**src/rtl/gpio_port_pkg.sv**
```systemverilog
package gpio_port_pkg;

  localparam int REG_ADDR_W = 2;

  typedef enum logic [REG_ADDR_W-1:0] {
    SEL_PIN  = 2'd0,
    SEL_LAT  = 2'd1,
    SEL_DIR  = 2'd2,
    SEL_NONE = 2'd3
  } regSel_e;

  typedef struct packed {
    logic    wrLat;
    logic    wrDir;
    logic    rdEn;
    regSel_e rdSel;
  } portStrobe_t;

endpackage

```
**src/rtl/gpio_port_ctrl.sv**
```systemverilog
module gpio_port_ctrl
  import gpio_port_pkg::*;
(
  input  logic [REG_ADDR_W-1:0] busAddr,
  input  logic                  busWe,
  input  logic                  busRe,
  output portStrobe_t           strobe
);

  regSel_e sel;

  always_comb begin
    sel          = regSel_e'(busAddr);
    strobe       = '0;
    strobe.rdEn  = busRe;
    strobe.rdSel = sel;
    if (busWe) begin
      unique case (sel)
        SEL_PIN, SEL_LAT: strobe.wrLat = 1'b1;
        SEL_DIR:          strobe.wrDir = 1'b1;
        default:          ;
      endcase
    end
  end

endmodule

```
**src/rtl/gpio_port_dp.sv**
```systemverilog
module gpio_port_dp
  import gpio_port_pkg::*;
#(
  parameter int WIDTH     = 8,
  parameter int CLAIM_BIT = 6,
  parameter int SYNC_LEN  = 2
) (
  input  logic             clk,
  input  logic             rstN,
  input  portStrobe_t      strobe,
  input  logic [WIDTH-1:0] wrData,
  input  logic [WIDTH-1:0] pinIn,
  input  logic [WIDTH-1:0] anaSel,
  input  logic             altClaim,
  output logic [WIDTH-1:0] pinOut,
  output logic [WIDTH-1:0] pinOe,
  output logic [WIDTH-1:0] rdData
);

  localparam logic [WIDTH-1:0] CLAIM_ONE = WIDTH'(1) << CLAIM_BIT;

  logic [WIDTH-1:0] claimMask;
  logic [WIDTH-1:0] latQ;
  logic [WIDTH-1:0] dirQ;
  logic [WIDTH-1:0] pinSync;
  logic [WIDTH-1:0] pinView;
  logic [WIDTH-1:0] selView;

  assign claimMask = altClaim ? CLAIM_ONE : '0;

  for (genvar i = 0; i < WIDTH; i++) begin : g_bit
    logic bitWrOk;
    logic [SYNC_LEN-1:0] syncQ;

    assign bitWrOk = ~claimMask[i];

    always_ff @(posedge clk or negedge rstN) begin
      if (!rstN) begin
        latQ[i] <= 1'b0;
        dirQ[i] <= 1'b1;
        syncQ   <= '0;
      end else begin
        if (strobe.wrLat && bitWrOk) latQ[i] <= wrData[i];
        if (strobe.wrDir && bitWrOk) dirQ[i] <= wrData[i];
        syncQ <= {syncQ[SYNC_LEN-2:0], pinIn[i]};
      end
    end

    assign pinSync[i] = syncQ[SYNC_LEN-1];
  end

  assign pinOe   = ~dirQ & ~claimMask;
  assign pinOut  = latQ & ~claimMask;
  assign pinView = pinSync & ~anaSel & ~claimMask;

  always_comb begin
    unique case (strobe.rdSel)
      SEL_PIN: selView = pinView;
      SEL_LAT: selView = latQ & ~claimMask;
      SEL_DIR: selView = dirQ & ~claimMask;
      default: selView = '0;
    endcase
  end

  always_ff @(posedge clk or negedge rstN) begin
    if (!rstN)            rdData <= '0;
    else if (strobe.rdEn) rdData <= selView;
    else                  rdData <= '0;
  end

endmodule

```
**src/rtl/gpio_port.sv**
```systemverilog
module gpio_port
  import gpio_port_pkg::*;
#(
  parameter int WIDTH     = 8,
  parameter int CLAIM_BIT = 6
) (
  input  logic                  clk,
  input  logic                  rstN,
  input  logic [REG_ADDR_W-1:0] busAddr,
  input  logic                  busWe,
  input  logic [WIDTH-1:0]      busWdata,
  input  logic                  busRe,
  output logic [WIDTH-1:0]      busRdata,
  input  logic [WIDTH-1:0]      pinIn,
  output logic [WIDTH-1:0]      pinOut,
  output logic [WIDTH-1:0]      pinOe,
  input  logic [WIDTH-1:0]      anaSel,
  input  logic                  altClaim
);

  portStrobe_t strobe;

  gpio_port_ctrl u_ctrl (
    .busAddr (busAddr),
    .busWe   (busWe),
    .busRe   (busRe),
    .strobe  (strobe)
  );

  gpio_port_dp #(
    .WIDTH     (WIDTH),
    .CLAIM_BIT (CLAIM_BIT),
    .SYNC_LEN  (2)
  ) u_dp (
    .clk      (clk),
    .rstN     (rstN),
    .strobe   (strobe),
    .wrData   (busWdata),
    .pinIn    (pinIn),
    .anaSel   (anaSel),
    .altClaim (altClaim),
    .pinOut   (pinOut),
    .pinOe    (pinOe),
    .rdData   (busRdata)
  );

endmodule

```
**config.mk**
```make
export PLATFORM = sky130hd
export DESIGN_NAME = gpio_port
export DESIGN_NICKNAME = d
export VERILOG_FILES = /design/src/rtl/gpio_port_pkg.sv /design/src/rtl/gpio_port_ctrl.sv /design/src/rtl/gpio_port_dp.sv /design/src/rtl/gpio_port.sv
export SDC_FILE = /design/constraint.sdc
export NUM_CORES = 1
export LEC_CHECK = 0
export CORE_MARGIN = 2
export CORE_UTILIZATION = 33
export CTS_CLUSTER_DIAMETER = 80
export DETAILED_ROUTE_END_ITERATION = 6
export PLACE_DENSITY = 0.69
export SYNTH_ARGS = -nofsm -noshare
export SYNTH_HDL_FRONTEND = slang
export SYNTH_SLANG_ARGS = --single-unit
export TNS_END_PERCENT = 1
```
**constraint.sdc**
```tcl
create_clock -name clk -period 1.25 [get_ports clk]
set_input_delay 0.25 -clock clk [delete_from_list [all_inputs] [get_ports clk]]
set_output_delay 0.25 -clock clk [all_outputs]
set_load 0.01 [all_outputs]
```
# After elaboration in Yosys (flattened, before gate mapping)
# Cells that the tools add are included.
dict set report totals {
  register_bits 40
  in_bits 31
  output_inout_bits 24
}
dict set report op_classes {
  eq_ne 2
  mux 6
  bitwise_logic 16
  n_reduce_logical 18
}
# op count
set ops {}
lappend ops {{bitwise AND 8 bit} 5}
lappend ops {{inverter 8 bit} 3}
lappend ops {{one-hot mux 8 bit (3 select lines)} 1}
lappend ops {{logical AND 1 bit} 16}
lappend ops {{2-to-1 mux 8 bit} 1}
lappend ops {{2-to-1 mux 7 bit} 1}
lappend ops {{inverter 1 bit} 7}
lappend ops {{== test 2 x 1 -> 1 bit (second input constant)} 1}
lappend ops {{== test 2 bit (second input constant)} 1}
lappend ops {{logical NOT 2 bit} 1}
lappend ops {{2-to-1 mux 1 bit} 2}
lappend ops {{2-to-1 mux 2 bit} 1}
lappend ops {{OR reduction 2 bit} 1}
lappend ops {{inverter 1 bit (first input constant)} 1}

# Depth between registers and ports, before layout
# Gate-level depths: netlist of run 1.
dict set report depth {
  depth_word 5
  ltp_mapped 4
  depth_no_buf 2
}

# Cells and area by module
# A second synthesis of run 1 with hierarchy kept.
dict set report hier_totals {
  hier_cells 125
  hier_area_um2 1602.8
}
# module n_inst cells_per_inst area_per_inst_um2 seq_area_each_um2
set by_module_without_submodules {}
lappend by_module_without_submodules {gpio_port_dp 1 120 1561.5 1011.0}
lappend by_module_without_submodules {gpio_port_ctrl 1 5 41.3 0.0}

# Worst setup path after synthesis of run 1
# OpenSTA, ideal clock, no wires.
dict set report synth_timing {
  path_kind {in2reg}
  from {in busAddr[1]}
  to {reg u_dp.latQ[6]}
  setup_ns 0.125
  arrival_ns 0.939
  t_required_ns 1.125
  setup_slack_ns 0.186
  cell_stages 3
  n_path_buf 1
  cell_sequence {buf_2 nor3b_1 mux2_2}
}
dict set report synth_between {
  elab_chain_len 5
  word_cells_on_any_way 6
}
# item line_no
set synth_rtl {}
lappend synth_rtl {{from (decl)} gpio_port.sv:9} ;# input logic [REG_ADDR_W-1:0] busAddr,
lappend synth_rtl {{== test 2 x 1 -> 1 bit / logical NOT 2 bit (equally long branches)} gpio_port_ctrl.sv:18} ;# unique case (sel)
lappend synth_rtl {{OR reduction 2 bit (*)} gpio_port_ctrl.sv:18}
lappend synth_rtl {{2-to-1 mux 1 bit (*)} gpio_port_ctrl.sv:18}
lappend synth_rtl {{2-to-1 mux 2 bit (*)} gpio_port_ctrl.sv:17} ;# if (busWe) begin
lappend synth_rtl {{logical AND 1 bit (*)} gpio_port_dp.sv:43} ;# if (strobe.wrLat && bitWrOk) latQ[i] <= wrData[i];
lappend synth_rtl {{to (signal, indexed assignment)} gpio_port_dp.sv:43}
lappend synth_rtl {{to (decl)} gpio_port_dp.sv:23} ;# logic [WIDTH-1:0] latQ;
# Mark *: on every way between the ends. The rest lies on a longest branch, timed or not.
# A chain may end at the register's enable or synchronous reset.

# Worst setup path in the final report of run 1
dict set report layout_timing {
  from {reg u_dp.dirQ[6]}
  to {out pinOe[6]}
}
dict set report layout_between {
  elab_chain_len 2
}
# item line_no
set layout_rtl {}
lappend layout_rtl {{from (decl)} gpio_port_dp.sv:24} ;# logic [WIDTH-1:0] dirQ;
lappend layout_rtl {{from (signal, indexed assignment)} gpio_port_dp.sv:44} ;# if (strobe.wrDir && bitWrOk) dirQ[i] <= wrData[i];
lappend layout_rtl {{inverter 8 bit} gpio_port_dp.sv:52} ;# assign pinOe = ~dirQ & ~claimMask;
lappend layout_rtl {{bitwise AND 8 bit} gpio_port_dp.sv:52}
lappend layout_rtl {{to (decl)} gpio_port.sv:16} ;# output logic [WIDTH-1:0] pinOe,
# Every way passes these cells.

==> results of run 1 <==
## worst max-delay path: cells and delay by family (launching register included)
kind	cells	cell delay [ns]
flip-flops	1	0.54
buffers and inverters	1	0.13
AND/OR/NAND/NOR	1	0.04
## state kept, by name, indices dropped and copies added, names as in the netlist
| name | count |
|---|---|
| u_dp.latQ | 8 |
| u_dp.g_bit.syncQ | 16 |
| u_dp.rdData | 8 |
| u_dp.dirQ | 8 |
## layer usage
metal  wire, um  part of all wire, %  global-route usage, %  vias to the layer above
li1           -                    -                      -                      533
met1       1511                   43                  15.87                      551
met2       1783                   50                  23.31                       37
met3        232                  6.6                  4.938                        4
met4         14                 0.40                  3.838                        0
met5          0                    0                      0                        -
## cell type report
cell class / count / area (um^2)
tap: 67 / 83.83
multi-input combinational: 55 / 506.7
inverter: 8 / 30.03
timing repair buffer: 76 / 703.2
sequential: 40 / 1011
clock buffer: 6 / 82.58
fill: 418 / 2296
clock inverter: 2 / 10.01
## power by group
group          leakage (nW)  total (mW)  switching (mW)  internal [mW]
Clock                0.0510       0.857           0.417          0.440
Combinational         0.578       0.695           0.275          0.420
Sequential            0.471        1.54          0.0755           1.47
## metrics by stage
stage / util (%) / hold WS (ns) / worst slack [ns]
final: 51.39 / 0.3493 / 0.006998
after global routing: 51.39 / 0.3641 / -0.03147
after CTS: 49.93 / 0.3509 / -0.03386
after detailed placement: 48.95 / 0.2310 / -0.4294
after global placement: 48.95 / 0.2339 / -0.4044
after floorplan: - / -0.04559 / 0.1860
## cells by family after synthesis
| group | share of synthesized area [%] |
|---|---|
| mux | 11.18 |
| compound gates | 6.211 |
| buf+inv | 7.220 |
| flops | 62.73 |
| simple gates | 12.65 |
## synthesized netlist by cell type (2+ instances only)
cell type and instances:
a21oi_1 5, a221oi_1 3, a221oi_2 2, a31oi_1 3, buf_2 3, buf_4 8, dfrtp_1 32, dfstp_2 8
inv_1 8, mux2_2 16, nand2b_1 6, nand3b_1 6, nor2b_1 2, or3b_1 4, or4b_1 3
## repair_timing
item                                   4_1_cts  5_1_grt
hold buffers                                 1        0
endpoints found under the hold margin       32        0
buffers inserted                             0        2
setup endpoints to repair                   48       33
pin swaps                                    3        3
gates resized for setup                     56       22
## worst min path at each step
| stage | endpoint | slack (ns) | depth (start not counted) |
|---|---|---|---|
| after floorplan | u_dp.g_bit[0].syncQ[0] | -0.05 | 0 |
| after global placement | u_dp.g_bit[6].syncQ[1] | 0.23 | 2 |
| after detailed placement | u_dp.rdData[6] | 0.23 | 2 |
| after CTS | u_dp.g_bit[2].syncQ[1] | 0.35 | 0 |
| after global routing | u_dp.g_bit[6].syncQ[1] | 0.36 | 0 |
| final | u_dp.g_bit[2].syncQ[1] | 0.35 | 0 |
==> key figures, run 1 <==
Min path
  • Min-delay src: u_dp.g_bit[2].syncQ[0]
  • Hold WC Path Type: flip-flop to flip-flop

Global route
  • Vias in the first global route: roughly 1200
  • Largest net degree at the start of global routing: ~40
  • First-pass GRT wire length: 5485 um
  • Initial antenna violation count: 0
  • Overflow left after global routing: 0
  • Total GRT Usage: a little over an eighth

Timing
  • Slew @ Worst Pin: 0.2943 ns
  • Final setup violating endpoints: 0
  • RSZ-0062 raised after global routing: yes
  • Fmax: between 0.8 and 0.9 GHz
  • Fin crit period: 1.243 ns
  • Setup Skew: around 0.007 ns
  • Setup total negative slack: 0 ns
  • Relative max-transition margin: around four fifths
  • Final cycle utilization of the critical path: 99.44%
  • Final Max Tran Viols: 0
  • Final hold viol count: 0

Worst setup path
  • Setup crit end kind: primary output
  • R2r endpoint: u_dp.rdData[7]
  • CP max FO: 2
  • Slowest stage cell on the critical path: dfstp_2
  • Crit path to: pinOe[6]
  • Startpoint types: flip-flop
  • CP Class: flip-flop to primary output
  • FF-to-FF Start: u_dp.g_bit[7].syncQ[1]
  • Crit path launch: u_dp.dirQ[6]
  • Reg2reg setup slack: 0.16 ns
  • Critical Path RT: 1.00 ns
  • Worst-case reg-to-reg path depth: 2
  • Max incr delay on CP: approximately 0.54 ns
  • Critical path arrival: just under 1 ns
  • CP cell instances: nor2_2 > buf_2

Pwr
  • Power consumption: approximately 3.1 mW
  • Worst IR Drop VDD: roughly 0.6 mV
  • Leakage: between 1 and 1.5 nW
  • Power Dens Cells: between 1000 and 1500 mW/mm^2

CTS
  • Worst-path clk slew: about 0.07 ns
  • CTS tree: built
  • CTS H-tree depth: 2
  • Max clock buf depth: 2
  • # clock sinks: 40
  • Root Driver: clkbuf_8
  • CTS buffer count: 5
  • Clk_lat worst skew: around 0.28 ns

Synthesis
  • Netlist cell types: 21
  • Post-Synthesis Mean Instance Area: approximately 14 um^2
  • Yosys top cell area share: 49.69%
  • Most used flip-flop cell after synthesis: dfrtp_1
  • Yosys warns: 0
  • Async SR Flop Fraction: between 90% and 100%
  • FF+latch count, synth: 40
  • Mapped cell area: approximately 0.0016 mm^2
  • Synth area leader: dfrtp_1
  • Mapped Cells: between 100 and 150
  • Count of flip-flops with a built-in enable after synthesis: 0
  • Largest cells by area after synthesis: dfrtp_1 (50%), dfstp_2 (13%), mux2_2 (11%)
  • Syn nets: roughly 150
  • Seq/Total Area, Yosys: 62.73%

Die
  • DIE AREA: approximately 0.0055 mm^2
  • Initial Utilization: around a third
  • Io pins: 55
  • Core Footprint: 0.004723 mm^2
  • Die W: around 74 um
  • Row count: 25
  • Die H: ~74 um

Final layout
  • Leading cell type in the layout, fill and taps excluded: dfrtp_1
  • NumNets Final: ~220
  • Post-Layout Cell Count: 254
  • Layout area overhead: 50.62%
  • Finished Cell Area: ~0.0024 mm^2
  • Most frequent cells in the layout: dfrtp_1 (32), clkdlybuf4s50_1 (26), mux2_2 (16), buf_4 (16), dlygate4sd2_1 (10)
  • Layout cells sized above 1: 40.11%
  • Antenna cells: 0

Drt
  • Routed WL: ~3500 um
  • First-pass DRT Iterations: 3
  • Via count: roughly 1100
  • Post-route antenna net violation count: 0
  • DRC Markers: 0
  • DR WL/cell: 13.94 um
  • Vias per cell: between 4 and 5
  • Initial DRC count: 63

Placed design
  • DP Wirelength: around 2500 um
  • RePlAce Congestion: roughly 0.75
  • Area after DPL: roughly 0.0023 mm^2
  • I/O Buffers: 54
  • Inst Count DP: 243

Job
  • Max-Cap Viols: 0

Status
  • Status: complete, no violations
Note: power is estimated with default switching activity, not from simulation.
==> run 2, diff against run 1 <==
--- a/config.mk
+++ b/config.mk
@@ -5,6 +5,7 @@
 export SDC_FILE = /design/constraint.sdc
 export NUM_CORES = 1
 export LEC_CHECK = 0
+export CAP_MARGIN = 15
 export CORE_MARGIN = 2
 export CORE_UTILIZATION = 33
 export CTS_CLUSTER_DIAMETER = 80
==> results of run 2 <==
The final DEF is identical to that of run 1; final timing and power are the same.
==> run 3, diff against run 2 <==
--- a/config.mk
+++ b/config.mk
@@ -5,7 +5,6 @@
 export SDC_FILE = /design/constraint.sdc
 export NUM_CORES = 1
 export LEC_CHECK = 0
-export CAP_MARGIN = 15
 export CORE_MARGIN = 2
 export CORE_UTILIZATION = 33
 export CTS_CLUSTER_DIAMETER = 80
==> results of run 3 <==
The final DEF is identical to that of run 1; final timing and power are the same.
